## src/rtl/tt_pkg.sv

```systemverilog
package tt_pkg;

    typedef enum logic [1:0] {
        TT_RUN    = 2'd0,
        TT_DEMAND = 2'd1,
        TT_AUTO   = 2'd2
    } tt_state_e;

endpackage

```

## src/rtl/tt_demand_reg.sv

```systemverilog
module tt_demand_reg #(
    parameter int CTL_W      = 8,
    parameter int DEMAND_BIT = 4,
    localparam int IDX_W     = (CTL_W > 1) ? $clog2(CTL_W) : 1
) (
    input  logic             clk,
    input  logic             rst_n,
    input  logic             wr_i,
    input  logic [IDX_W-1:0] bit_i,
    input  logic             val_i,
    output logic             demand_eff_o
);

    localparam logic [IDX_W-1:0] HIT_IDX = IDX_W'(DEMAND_BIT);

    logic demand_q;
    logic hit;

    assign hit          = wr_i && (bit_i == HIT_IDX);
    // A write takes effect in the same cycle so activation is immediate.
    assign demand_eff_o = hit ? val_i : demand_q;

    always_ff @(posedge clk) begin
        if (!rst_n) begin
            demand_q <= 1'b0;
        end else if (hit) begin
            demand_q <= val_i;
        end
    end

endmodule

```

## src/rtl/tt_wait_timer.sv

```systemverilog
module tt_wait_timer #(
    parameter int WAIT_CYCLES = 16,
    localparam int CNT_W      = (WAIT_CYCLES > 2) ? $clog2(WAIT_CYCLES) : 1
) (
    input  logic clk,
    input  logic rst_n,
    input  logic clear_i,
    input  logic run_i,
    output logic expire_o
);

    localparam logic [CNT_W-1:0] LAST = CNT_W'(WAIT_CYCLES - 1);

    logic [CNT_W-1:0] cnt_q;

    assign expire_o = run_i && (cnt_q == LAST);

    always_ff @(posedge clk) begin
        if (!rst_n || clear_i) begin
            cnt_q <= '0;
        end else if (run_i) begin
            cnt_q <= (cnt_q == LAST) ? '0 : cnt_q + 1'b1;
        end
    end

    AST_CNT_RANGE: assert property (@(posedge clk) disable iff (!rst_n)
        cnt_q <= LAST);

    AST_CNT_HOLD: assert property (@(posedge clk) disable iff (!rst_n)
        (!run_i && !clear_i) |=> $stable(cnt_q));

endmodule

```

## src/rtl/tt_fsm.sv

```systemverilog
module tt_fsm
    import tt_pkg::*;
(
    input  logic      clk,
    input  logic      rst_n,
    input  logic      auto_hot_i,
    input  logic      demand_i,
    input  logic      expire_i,
    output tt_state_e state_o,
    output logic      timer_clr_o,
    output logic      timer_run_o,
    output logic      throttle_o,
    output logic      step_down_o,
    output logic      step_up_o,
    output logic      irq_o,
    output logic      irq_dir_o
);

    tt_state_e state_q, state_d;
    logic      down_evt, up_evt;

    // Next-state and transition events
    always_comb begin
        state_d     = state_q;
        timer_clr_o = 1'b0;
        down_evt    = 1'b0;
        up_evt      = 1'b0;
        unique case (state_q)
            TT_RUN: begin
                if (auto_hot_i) begin
                    state_d     = TT_AUTO;
                    timer_clr_o = 1'b1;
                    down_evt    = 1'b1;
                end else if (demand_i) begin
                    state_d  = TT_DEMAND;
                    down_evt = 1'b1;
                end
            end
            TT_DEMAND: begin
                if (auto_hot_i) begin
                    state_d     = TT_AUTO;
                    timer_clr_o = 1'b1;
                end else if (!demand_i) begin
                    state_d = TT_RUN;
                    up_evt  = 1'b1;
                end
            end
            TT_AUTO: begin
                if (expire_i && !auto_hot_i) begin
                    if (demand_i) begin
                        state_d = TT_DEMAND;
                    end else begin
                        state_d = TT_RUN;
                        up_evt  = 1'b1;
                    end
                end
            end
            default: state_d = TT_RUN;
        endcase
    end

    assign timer_run_o = (state_q == TT_AUTO);
    assign state_o     = state_q;

    // State register
    always_ff @(posedge clk) begin
        if (!rst_n) begin
            state_q <= TT_RUN;
        end else begin
            state_q <= state_d;
        end
    end

    // Registered outputs
    always_ff @(posedge clk) begin
        if (!rst_n) begin
            throttle_o  <= 1'b0;
            step_down_o <= 1'b0;
            step_up_o   <= 1'b0;
            irq_o       <= 1'b0;
            irq_dir_o   <= 1'b0;
        end else begin
            throttle_o  <= (state_d != TT_RUN);
            step_down_o <= down_evt;
            step_up_o   <= up_evt;
            irq_o       <= down_evt || up_evt;
            if (down_evt) begin
                irq_dir_o <= 1'b1;
            end else if (up_evt) begin
                irq_dir_o <= 1'b0;
            end
        end
    end

    AST_PULSE_EXCL: assert property (@(posedge clk) disable iff (!rst_n)
        !(step_down_o && step_up_o));

    AST_DOWN_SINGLE: assert property (@(posedge clk) disable iff (!rst_n)
        step_down_o |=> !step_down_o);

    AST_UP_SINGLE: assert property (@(posedge clk) disable iff (!rst_n)
        step_up_o |=> !step_up_o);

    AST_DOWN_DIR: assert property (@(posedge clk) disable iff (!rst_n)
        step_down_o |-> (irq_dir_o && throttle_o && irq_o));

    AST_UP_DIR: assert property (@(posedge clk) disable iff (!rst_n)
        step_up_o |-> (!irq_dir_o && !throttle_o && irq_o));

    AST_RISE_HAS_DOWN: assert property (@(posedge clk) disable iff (!rst_n)
        $rose(throttle_o) |-> step_down_o);

    AST_FALL_HAS_UP: assert property (@(posedge clk) disable iff (!rst_n)
        $fell(throttle_o) |-> step_up_o);

endmodule

```

## src/rtl/thermal_throttle_ctl.sv

```systemverilog
module thermal_throttle_ctl
    import tt_pkg::*;
#(
    parameter int WAIT_CYCLES = 16,
    parameter int CTL_W       = 8,
    parameter int DEMAND_BIT  = 4,
    localparam int IDX_W      = (CTL_W > 1) ? $clog2(CTL_W) : 1
) (
    input  logic             clk,
    input  logic             rst_n,
    input  logic             hot_i,
    input  logic             auto_en_i,
    input  logic             ctl_wr_i,
    input  logic [IDX_W-1:0] ctl_bit_i,
    input  logic             ctl_val_i,
    output logic             throttle_o,
    output logic             step_down_o,
    output logic             step_up_o,
    output logic             irq_o,
    output logic             irq_dir_o
);

    logic      auto_hot;
    logic      demand_eff;
    logic      timer_clr;
    logic      timer_run;
    logic      expire;
    tt_state_e state;

    assign auto_hot = hot_i && auto_en_i;

    tt_demand_reg #(
        .CTL_W      (CTL_W),
        .DEMAND_BIT (DEMAND_BIT)
    ) u_demand (
        .clk          (clk),
        .rst_n        (rst_n),
        .wr_i         (ctl_wr_i),
        .bit_i        (ctl_bit_i),
        .val_i        (ctl_val_i),
        .demand_eff_o (demand_eff)
    );

    tt_wait_timer #(
        .WAIT_CYCLES (WAIT_CYCLES)
    ) u_timer (
        .clk      (clk),
        .rst_n    (rst_n),
        .clear_i  (timer_clr),
        .run_i    (timer_run),
        .expire_o (expire)
    );

    tt_fsm u_fsm (
        .clk         (clk),
        .rst_n       (rst_n),
        .auto_hot_i  (auto_hot),
        .demand_i    (demand_eff),
        .expire_i    (expire),
        .state_o     (state),
        .timer_clr_o (timer_clr),
        .timer_run_o (timer_run),
        .throttle_o  (throttle_o),
        .step_down_o (step_down_o),
        .step_up_o   (step_up_o),
        .irq_o       (irq_o),
        .irq_dir_o   (irq_dir_o)
    );

    AST_AUTO_ENTRY: assert property (@(posedge clk) disable iff (!rst_n)
        (state == TT_RUN && hot_i && auto_en_i) |=> (step_down_o && throttle_o));

    AST_WAIT_HOLDS: assert property (@(posedge clk) disable iff (!rst_n)
        (timer_run && !expire) |=> (throttle_o && !step_up_o));

    AST_HOT_RENEW: assert property (@(posedge clk) disable iff (!rst_n)
        (expire && hot_i && auto_en_i) |=> (throttle_o && !irq_o));

endmodule

```

## config.mk

```make
export PLATFORM = sky130hd
export DESIGN_NAME = thermal_throttle_ctl
export DESIGN_NICKNAME = d
export VERILOG_FILES = /design/src/rtl/tt_pkg.sv /design/src/rtl/tt_demand_reg.sv /design/src/rtl/tt_wait_timer.sv /design/src/rtl/tt_fsm.sv /design/src/rtl/thermal_throttle_ctl.sv
export SDC_FILE = /design/constraint.sdc
export NUM_CORES = 1
export LEC_CHECK = 0
export ABC_AREA = 1
export ABC_CLOCK_PERIOD_IN_PS = 3600
export BUFFER_PORTS_ARGS = -buffer_cell sky130_fd_sc_hd__buf_2
export CAP_MARGIN = 20
export CORE_AREA = 4 4 41 43
export CTS_CLUSTER_SIZE = 8
export DETAILED_ROUTE_END_ITERATION = 8
export DIE_AREA = 0 0 45 47
export GPL_TIMING_DRIVEN = 0
export HOLD_SLACK_MARGIN = 0.08
export PLACE_DENSITY = 0.76
export SKIP_CTS_REPAIR_TIMING = 1
export SYNTH_ARGS = -nofsm -noshare
export SYNTH_HDL_FRONTEND = slang
export SYNTH_SLANG_ARGS = --single-unit
```

## constraint.sdc

```tcl
create_clock -name clk -period 3.6 [get_ports clk]
set_input_delay 0.54 -clock clk [delete_from_list [all_inputs] [get_ports clk]]
set_output_delay 0.54 -clock clk [all_outputs]
set_load 0.05 [all_outputs]
```

==> summary.txt <==
Power
  • Maximum vdd ir drop: 0.000240 V
  • Leakage power summed over all cells: around 0.41 nW
  • Power Dens Cells: 420 nW/um2

STA
  • Setup TNS Final: 0 ps
  • Endpoints failing setup: 0
  • Transition at the pin with the smallest max-transition slack: approximately 290 ps
  • Worst clock skew: 7.89 ps
  • Final clock period utilization by the worst path: 0.462
  • Fin crit period: 1660 ps
  • Final-report max-slew violation count: 0
  • Hold Vio Cnt, Final: 0
  • Post-layout worst setup margin: roughly 1900 ps
  • Fmax: approximately 600 MHz
  • Worst slew margin: 0.808
  • RSZ-0062 raised after global routing: false

Worst setup path
  • Arrival time of the worst setup path: around 1800 ps
  • R2R Path Start: u_fsm.state_o[0]
  • WS Path Type: reg -> reg
  • Worst Reg2Reg Path Length in Cells: 11
  • Worst setup path startpoint: u_fsm.state_o[0]
  • End of the worst register-to-register path: u_fsm.throttle_o
  • CP Capture Type: flip-flop
  • Setup slack on the worst flop-to-flop path: around 1900 ps
  • Critical path data required time: around 3800 ps
  • Critical path startpoint category: flip-flop
  • Maximum fanout along the worst path: 7

Synth
  • Xor and xnor fraction of the mapped netlist area: 0.0282
  • Portion of the post-synthesis area used by sequential elements: 0.387
  • Number of distinct standard cells referenced by the synthesized netlist: 17
  • Syn_area_per_cell: just over 7 um2
  • Multiplexer area fraction after synthesis: 0
  • Number of warnings printed during yosys synthesis: 0
  • Share of Yosys cell area claimed by the top area cell type: 0.387
  • Net count after synthesis: 100
  • Dominant cell type by area after synthesis: sky130_fd_sc_hd__dfxtp_1
  • Share of synthesized cell area in and, or, nand and nor gates: 0.333
  • Total of flip-flops plus latches after synthesis: 12
  • Synthesized-area fraction occupied by ao, oa, aoi and oai cells: 0.0605
  • Synth area leaders: sky130_fd_sc_hd__dfxtp_1, sky130_fd_sc_hd__nand2_1, sky130_fd_sc_hd__ha_1
  • Post-synth design cell area: about 620 um2
  • Number of instances in the synthesized netlist: 86
  • Fraction of the mapped netlist area in adder cells: 0.101
  • Largest family of logic cells by synthesized area: simple AND/OR/NAND/NOR gates

Floorplanning
  • Effective utilization at floorplan: 0.477
  • Vertical extent of the die: about 47 um
  • Die width: about 45 um
  • Placement row count: 13
  • Placeable core region: ~1300 um2
  • Die Area: 2120 um2
  • Top Ports: 14

Finish
  • Antenna diode count: 0
  • Most frequent standard cell in the layout excluding fill and tap cells: sky130_fd_sc_hd__nand2_1
  • Most frequent cells in the layout: sky130_fd_sc_hd__nand2_1, sky130_fd_sc_hd__inv_1, sky130_fd_sc_hd__buf_2
  • Layout net count: around 120
  • Layout overhead on the synthesized area: 19.4%
  • Non-filler instance count after layout: 118
  • Layout cell share with drive strength beyond 1: 0.214

Global routing
  • Antenna violations before repair: 0
  • Vias in the first global route: 522
  • Global-route congestion overflow total: 0
  • First-pass GRT wire length: a little over 2000 um
  • Pin count of the biggest net entering global routing: 8
  • All-layer global routing usage: 0.133

Routing
  • Number of detailed-routing iterations run before antenna repair: 4
  • Drt drc: 0
  • Via total after detailed routing: between 500 and 600
  • ANT nets after route: 0
  • Average wire per cell in the routed design: between 9 and 10 um
  • DRT iter0 DRCs: 10
  • Vias per Instance: 4.65
  • Total Routed Length: about 1100 um

Clock tree
  • Clock net sink count: 12
  • Clock Root Buffer: sky130_fd_sc_hd__clkbuf_4
  • Skew-Pair Late Insertion Delay: around 270 ps
  • Clock slew seen by the registers of the worst setup and hold paths: about 80 ps
  • TritonCTS clock tree: done
  • Number of levels in the clock H-tree: 1
  • Total CTS buffers: 3
  • Clk buf depth: 2

Place
  • Half-perimeter wire length after placement: 926 um
  • Last weighted congestion value of the routability-driven placer: between 0.8 and 0.9
  • Total instance count after detailed placement: ~110
  • Count of buffers from port buffering: 13
  • Post-placement worst setup slack: around 2000 ps

Worst hold path
  • Number of cells on the worst hold path: 2
  • Path category of the worst min-delay check: reg -> reg
  • Hold path startpoint: u_timer.cnt_q[1]
  • Worst hold endpoint: u_timer.cnt_q[1]

Run status
  • Run status: completed

Job
  • Max-cap viol count: 0
## synth_stat cells
| master | number |
|---|---|
| sky130_fd_sc_hd__nor3_1 | 1 |
| sky130_fd_sc_hd__nand2_1 | 25 |
| sky130_fd_sc_hd__inv_1 | 15 |
| sky130_fd_sc_hd__nand3b_1 | 1 |
| sky130_fd_sc_hd__nor2_4 | 1 |
| sky130_fd_sc_hd__xor2_1 | 2 |
| sky130_fd_sc_hd__o21ai_1 | 1 |
| sky130_fd_sc_hd__a21oi_1 | 3 |
| sky130_fd_sc_hd__nand2_2 | 3 |
| sky130_fd_sc_hd__nor4_1 | 1 |
| sky130_fd_sc_hd__nand4_1 | 1 |
| sky130_fd_sc_hd__o2111ai_1 | 1 |
| sky130_fd_sc_hd__dfxtp_1 | 12 |
| sky130_fd_sc_hd__nor2_1 | 6 |
| sky130_fd_sc_hd__a21oi_2 | 1 |
| sky130_fd_sc_hd__nand3_1 | 7 |
| sky130_fd_sc_hd__ha_1 | 5 |
## cell families (layout without fill, tap and decap cells)
logic type | after synthesis | after routing
DFF | 12 | 12
xor gates and xnor gates | 2 | 2
buffers and inverters | 15 | 32
adders and majority gates | 5 | 5
and+or+nand+nor | 46 | 46
AOI/OAI and AO/OA | 6 | 6
## where the power goes
| group | total, mW | internal, mW | switching, mW |
|---|---|---|---|
| Clock | 0.105 | 0.0615 | 0.0436 |
| Sequential | 0.145 | 0.141 | 0.00405 |
| Combinational | 0.0612 | 0.0181 | 0.0432 |
| Total | 0.311 | 0.220 | 0.0908 |
## through the flow
step	instance area, um2	hold WS [ps]	total power [mW]	util
2_1_floorplan	621	457	0.193	-
3_3_place_gp	704	458	0.208	0.541
3_5_place_dp	704	477	0.209	0.541
4_1_cts	741	490	0.314	0.569
5_1_grt	741	522	0.328	0.569
6_report	741	493	0.311	0.569
## worst max-delay path, cell delays in order (launching register included)
cell and delay [ps]:
sky130_fd_sc_hd__dfxtp_1 340, sky130_fd_sc_hd__inv_1 150, sky130_fd_sc_hd__ha_1 330, sky130_fd_sc_hd__nand2_2 100, sky130_fd_sc_hd__nor2_4 160, sky130_fd_sc_hd__nand2_2 80
sky130_fd_sc_hd__inv_1 60, sky130_fd_sc_hd__nand2_1 50, sky130_fd_sc_hd__nand2_1 70, sky130_fd_sc_hd__nand3_1 80, sky130_fd_sc_hd__nand2_1 90, sky130_fd_sc_hd__nand2_1 50
## sequential cells by signal, indices dropped and copies added (netlist names)
register / flops
u_demand.demand_q: 1
u_fsm.irq_dir_o: 1
u_fsm.irq_o: 1
u_fsm.state_o: 2
u_fsm.step_down_o: 1
u_fsm.step_up_o: 1
u_fsm.throttle_o: 1
u_timer.cnt_q: 4
## worst max-delay path by stage
stage | endpoint | slack (ps) | cells past startpoint
2_1_floorplan | u_fsm.throttle_o | 2170 | 11
3_3_place_gp | u_fsm.throttle_o | 1980 | 11
3_5_place_dp | u_fsm.throttle_o | 1940 | 11
4_1_cts | u_fsm.throttle_o | 1930 | 11
5_1_grt | u_fsm.throttle_o | 1720 | 11
6_report | u_fsm.throttle_o | 1940 | 11
## cell type report
class | count | area, um2
Fill cell | 128 | 561
Multi-Input combinational cell | 59 | 324
Sequential cell | 12 | 240
Timing Repair Buffer | 13 | 65.1
Inverter | 15 | 56.3
Clock buffer | 4 | 36.3
Tap cell | 15 | 18.8
## routing by layer
layer / GRT usage / vias to the layer above / wire [um]
met5: 0 / - / 0
met4: 0.0702 / 0 / 14
met3: 0.0383 / 2 / 38
met2: 0.212 / 10 / 528
met1: 0.162 / 235 / 524
li1: - / 302 / -
Power figures use the tool's default switching activity.
